<file path="config.mk">
export PLATFORM = sky130hd
export DESIGN_NAME = tdm_tx_framer
export DESIGN_NICKNAME = d
export VERILOG_FILES = /design/src/rtl/tdm_tx_framer.sv
export SDC_FILE = /design/constraint.sdc
export NUM_CORES = 1
export LEC_CHECK = 0
export BUFFER_PORTS_ARGS = -buffer_cell sky130_fd_sc_hd__buf_2
export CAP_MARGIN = 30
export CELL_PAD_IN_SITES_DETAIL_PLACEMENT = 0
export CELL_PAD_IN_SITES_GLOBAL_PLACEMENT = 1
export CORE_MARGIN = 2
export CORE_UTILIZATION = 39
export CTS_CLUSTER_SIZE = 10
export DETAILED_ROUTE_END_ITERATION = 10
export PLACE_DENSITY_LB_ADDON = 0.05
export SLEW_MARGIN = 20
export SYNTH_ARGS = -nofsm -noshare
export SYNTH_HDL_FRONTEND = slang
export SYNTH_SLANG_ARGS = --single-unit
</file>
<file path="constraint.sdc">
create_clock -name clk -period 3.04 [get_ports clk]
set_input_delay 0.304 -clock clk [delete_from_list [all_inputs] [get_ports clk]]
set_output_delay 0.304 -clock clk [all_outputs]
set_load 0.1 [all_outputs]
</file>
<file path="src/rtl/tdm_tx_framer.sv">
`timescale 1ns/1ps
module tdm_tx_framer #(
  parameter int SHW   = 24,
  parameter int MAXSL = 32,
  parameter int SLW   = $clog2(MAXSL),
  parameter int BW    = $clog2(SHW + 1)
) (
  input  logic             clk,
  input  logic             rst_n,
  input  logic             bit_stb,
  input  logic [SLW-1:0]   cfg_slots_m1,
  input  logic [1:0]       cfg_wlen,
  input  logic             cfg_fs_word,
  input  logic             cfg_fs_early,
  input  logic             cfg_fs_inv,
  input  logic             cfg_fs_ext,
  input  logic             cfg_lsb_first,
  input  logic             cfg_align_low,
  input  logic [MAXSL-1:0] slot_mask,
  input  logic             fs_in,
  input  logic [SHW-1:0]   in_data,
  input  logic             in_valid,
  output logic             in_ready,
  output logic             sd_out,
  output logic             sd_oe,
  output logic             fs_out,
  output logic             underrun
);
  logic run, pend, fs_prev, oe_q, fs_q, urun_q;
  logic [SLW-1:0] scnt, ns;
  logic [BW-1:0] bcnt, nb, wl, shamt;
  logic [SHW-1:0] sh, ld;
  logic fs_lvl, fs_edge, restart, pre, act, last_b, last_s, take, fs_n, slot_on;

  always_comb begin
    case (cfg_wlen)
      2'd0:    wl = BW'(8);
      2'd1:    wl = BW'(16);
      2'd2:    wl = BW'(20);
      default: wl = BW'(SHW);
    endcase
  end

  assign shamt   = BW'(SHW) - wl;
  assign fs_lvl  = fs_in ^ cfg_fs_inv;
  assign fs_edge = fs_lvl & ~fs_prev;
  assign restart = cfg_fs_ext & (cfg_fs_early ? pend : fs_edge);
  assign pre     = ~run & ~cfg_fs_ext;
  assign act     = run | restart;
  assign last_b  = bcnt == wl - 1'b1;
  assign last_s  = scnt == cfg_slots_m1;

  always_comb begin
    if (restart) begin
      ns = '0; nb = '0;
    end else if (pre) begin
      ns = cfg_slots_m1; nb = wl - 1'b1;
    end else if (last_b) begin
      nb = '0; ns = last_s ? '0 : scnt + 1'b1;
    end else begin
      nb = bcnt + 1'b1; ns = scnt;
    end
  end

  assign slot_on  = ~slot_mask[ns];
  assign in_ready = bit_stb & act & (nb == '0) & slot_on;
  assign take     = in_ready & in_valid;

  always_comb begin
    if (cfg_fs_ext)        fs_n = 1'b0;
    else if (pre)          fs_n = cfg_fs_early;
    else if (!act)         fs_n = 1'b0;
    else if (cfg_fs_early) fs_n = cfg_fs_word ? ((nb == wl - 1'b1) ? ns == cfg_slots_m1 : ns == '0)
                                              : (nb == wl - 1'b1) && (ns == cfg_slots_m1);
    else                   fs_n = (ns == '0) && (cfg_fs_word || nb == '0);
  end

  always_comb begin
    if (cfg_lsb_first) ld = cfg_align_low ? in_data : in_data >> shamt;
    else               ld = cfg_align_low ? in_data << shamt : in_data;
  end

  always_ff @(posedge clk or negedge rst_n) begin
    if (!rst_n) begin
      run <= 1'b0; pend <= 1'b0; fs_prev <= 1'b0; oe_q <= 1'b0;
      fs_q <= 1'b0; urun_q <= 1'b0; scnt <= '0; bcnt <= '0; sh <= '0;
    end else begin
      urun_q <= 1'b0;
      if (bit_stb) begin
        fs_prev <= fs_lvl;
        pend    <= cfg_fs_ext & cfg_fs_early & fs_edge;
        fs_q    <= fs_n;
        oe_q    <= act & slot_on;
        if (pre | restart) run <= 1'b1;
        if (pre | act) begin
          scnt <= ns;
          bcnt <= nb;
        end
        if (!act) sh <= '0;
        else if (nb == '0) begin
          sh     <= take ? ld : '0;
          urun_q <= slot_on & ~in_valid;
        end else sh <= cfg_lsb_first ? sh >> 1 : sh << 1;
      end
    end
  end

  assign sd_out   = oe_q & (cfg_lsb_first ? sh[0] : sh[SHW-1]);
  assign sd_oe    = oe_q;
  assign fs_out   = fs_q ^ cfg_fs_inv;
  assign underrun = urun_q;

  assert_bit_in_range_R3: assert property (@(posedge clk) disable iff (!rst_n) bcnt < wl);
  assert_slot_in_range_R2: assert property (@(posedge clk) disable iff (!rst_n) scnt <= cfg_slots_m1);
  assert_urun_single_R10: assert property (@(posedge clk) disable iff (!rst_n) underrun |=> !underrun);
  assert_urun_cause_R10: assert property (@(posedge clk) disable iff (!rst_n)
    underrun |-> $past(bit_stb & ~in_valid));
  assert_hold_R12: assert property (@(posedge clk) disable iff (!rst_n)
    !$past(bit_stb) |-> ($stable(sd_oe) && $stable(sd_out)));
endmodule

</file>
==> impl_metrics.csv <==
group,metric,value,unit
global_route,grt_pass1_wl,24.1,mm
die,initial_utilization,0.395,
logic_synthesis,synth_top_area_frac,0.224,
logic_synthesis,synth_area_leaders,"dfrtp_1 22%, mux2i_1 8.9%, mux4_2 8.1%, o221ai_2 6.4%, nand2_1 4.8%",
setup_path,setup.worst_path.class,"reg2out",
place,routabilityCongestion,0.898,
setup_path,max_stage_delay,0.41,ns
logic_synthesis,ys_async_sr_fraction,1.00,
layout,drive_above_1_share,0.408,
clock_network,cts_buffers,5,
die,die_h,111,µm
place,io_buffers,78,
place,dp_hpwl,10.5,mm
clock_network,hold_buffers,0,
clock_network,cts_buffer_depth,2,
power_and_ir_drop,power.leakage,2.47,nW
layout,fin_area,5890,µm²
logic_synthesis,synthXorXnorAreaFrac,0.0274,
sta,fmax,287,MHz
setup_path,end_kind,"output pin",
layout,utilization,0.520,
setup_path,arrival,3.19,ns
logic_synthesis,yosysWarnings,0,
job,drv_cap,0,
sta,fin_crit_sh,1.15,
route,vias,4584,
logic_synthesis,synth_simple_gate_area_frac,0.176,
logic_synthesis,ys_ff_latch,40,
route,drc,0,
sta,worst_pin_slew,0.660,ns
power_and_ir_drop,max-vdd-ir-drop,0.326,mV
status,status,"finished, violations left",
route,ant_nets,0,
clock_network,clock_sinks,40,
logic_synthesis,syn_avg_cell_area,9.02,µm²
logic_synthesis,synthAdderAreaFrac,0.00559,
setup_path,cp_max_fo,6,
setup_path,cp_cell_sequence,"ha_4, and2b_4, a32oi_4, nand2_4, buf_6, a211oi_4, buf_6, nor2_8, clkbuf_16, mux2i_1, mux2_4, o21a_1, a22oi_2, nor2_4, buf_12",
global_route,antenna_found_initial,0,
logic_synthesis,synth_top_area_cell,"dfrtp_1",
die,die_w,111,µm
global_route,gr-total-overflow,0,
die,dieArea,12300,µm²
layout,mostFrequentLayoutCells,"77 x buf_2, 61 x buf_4, 57 x nand2_1",
sta,fin_hold_ws,0.0375,ns
logic_synthesis,synth-edff-count,0,
layout,num-nets-final,692,
sta,finalCriticalPeriod,3.49,ns
logic_synthesis,synth-main-ff-cell,"dfrtp_1",
clock_network,cts-root-buf,"clkbuf_16",
route,first_iter_violations,347,
clock_network,cts_max_level,2,
status,failed_checks,"setup timing",
clock_network,cts_tree,"yes",
sta,finalClockSkew,0.00588,ns
die,ios,79,
sta,fin_ws,-0.450,ns
power_and_ir_drop,p_per_area,641,nW/µm²
die,row_count,39,
global_route,grt_pass1_vias,4649,
sta,rsz0062_at_grt,"true",
power_and_ir_drop,total_power,3.77,mW
sta,hold_violations,0,
logic_synthesis,synthesis.area,4470,µm²
route,via_per_inst,6.03,
global_route,grt_max_degree,54,
clock_network,path_clk_slew,0.07,ns
logic_synthesis,synth_compound_area_frac,0.301,
route,first_pass_iters,5,
place,place_area,5420,µm²
logic_synthesis,synth-seq-area-share,0.224,
logic_synthesis,synthCells,496,
route,routedWlPerCell,19.4,µm
layout,layout_commonest_cell,"buf_2",
sta,final_max_slew_viol_count,0,
clock_network,clk_latency,0.30,ns
setup_path,crit_slowest_cell,"dfrtp_1",
global_route,grt.total_usage,0.240,
die,coreArea,11300,µm²
logic_synthesis,synth_cell_types,73,
setup_path,start_kind,"flip-flop",
sta,maxSlewHeadroom,0.560,
layout,fillCellCount,1066,
setup_path,crit_required,2.74,ns
logic_synthesis,post_synth_mux_area_share,0.213,
layout,area_growth,31.7,%
layout,diodes,0,
logic_synthesis,synth_top_family_by_area,"compound AO/OA/AOI/OAI gates",
sta,setup_viol,25,
route,wl,14.8,mm
setup_path,critPathMostFrequentCell,"buf_6",
hold_path,hold_path_class,"in2async",
setup_path,reg2regPathDepth,17,
logic_synthesis,synth_nets,572,
==> flip-flops by register name, summed over array words and instances, names as in the netlist <==
signal and count:
bcnt 5, fs_prev 1, fs_q 1, pend 1, run 1, scnt 5, sd_oe 1, sh 24
underrun 1
==> logic make-up after synthesis <==
kind of cell	after synthesis
compound gates	157
xor+xnor	14
fa+ha+maj	2
buf+inv	50
simple gates	160
mux	73
flops	40
==> Yosys cell counts, types with 4 or more instances <==
library cell	instances
nor3_1	8
nor2_1	39
buf_1	6
inv_1	8
clkbuf_1	24
mux2i_1	40
o31ai_1	4
and2_1	5
nand2_1	57
a21oi_1	32
mux2_2	17
xor2_1	8
a31oi_1	5
a222oi_1	10
nor2b_1	5
o221ai_2	19
a22o_1	11
o21ai_0	23
xnor2_1	6
o221ai_1	8
nand2b_1	7
mux4_2	16
a22oi_1	9
nand3_1	13
dfrtp_1	40
==> final timing paths <==
kind,slack (ns),from,end
max in group asynchronous,2.47,rst_n,sh[19]
min in group clk,0.18,in_valid,underrun
max,-0.45,bcnt[0],in_ready
min,0.04,rst_n,scnt[3]
min reg2reg,0.51,pend,pend
max reg2reg,-0.25,bcnt[0],sh[20]
==> per-layer routing <==
metal / vias up / part of all wire / global-route usage
li1: 2176 / - / -
met1: 2227 / 0.42 / 0.304
met2: 151 / 0.51 / 0.416
met3: 30 / 0.043 / 0.0295
met4: 0 / 0.035 / 0.0979
met5: - / 0 / 0
==> final cells by class <==
type / instances / area (µm²) / share of cell area
multi-input combinational: 406 / 3380 / 0.574
timing repair buffer: 153 / 1120 / 0.190
sequential: 40 / 1000 / 0.170
tap: 143 / 179 / 0.0304
clock buffer: 5 / 125 / 0.0212
clock inverter: 3 / 46.3 / 0.00786
inverter: 10 / 37.5 / 0.00637
==> timing repair <==
action | 4_1_cts | 5_1_grt
gates resized for setup | 11 | 19
pin swaps | 7 | 15
setup buffers | 8 | 6
hold endpoints to repair | 0 | 0
setup endpoints to repair | 26 | 28
cloned | 3 | 1
==> stage by stage <==
| step | cells | worst slack [ns] | setup TNS, ns |
|---|---|---|---|
| after floorplan | 496 | -0.404 | -0.442 |
| after global placement | 737 | -0.198 | -3.57 |
| after detailed placement | 738 | -0.219 | -4.14 |
| after CTS | 757 | -0.467 | -6.78 |
| after global routing | 760 | -0.547 | -8.27 |
| final | 760 | -0.450 | -6.20 |
==> where the power goes <==
part / internal [mW] / switching, mW / total, mW
clock network: 0.391 / 0.244 / 0.635
logic: 1.10 / 1.13 / 2.23
registers: 0.737 / 0.176 / 0.913
==> critical path, delay by kind of cell, from the launching register on <==
family | cells | cell delay, ns
multiplexers | 2 | 0.41
AO/OA/AOI/OAI | 4 | 0.90
AND/OR/NAND/NOR | 4 | 0.40
adder cells (fa/ha/maj) | 1 | 0.17
buffers and inverters | 4 | 0.61
flip-flops | 1 | 0.41
Power figures use the tool's default switching activity.
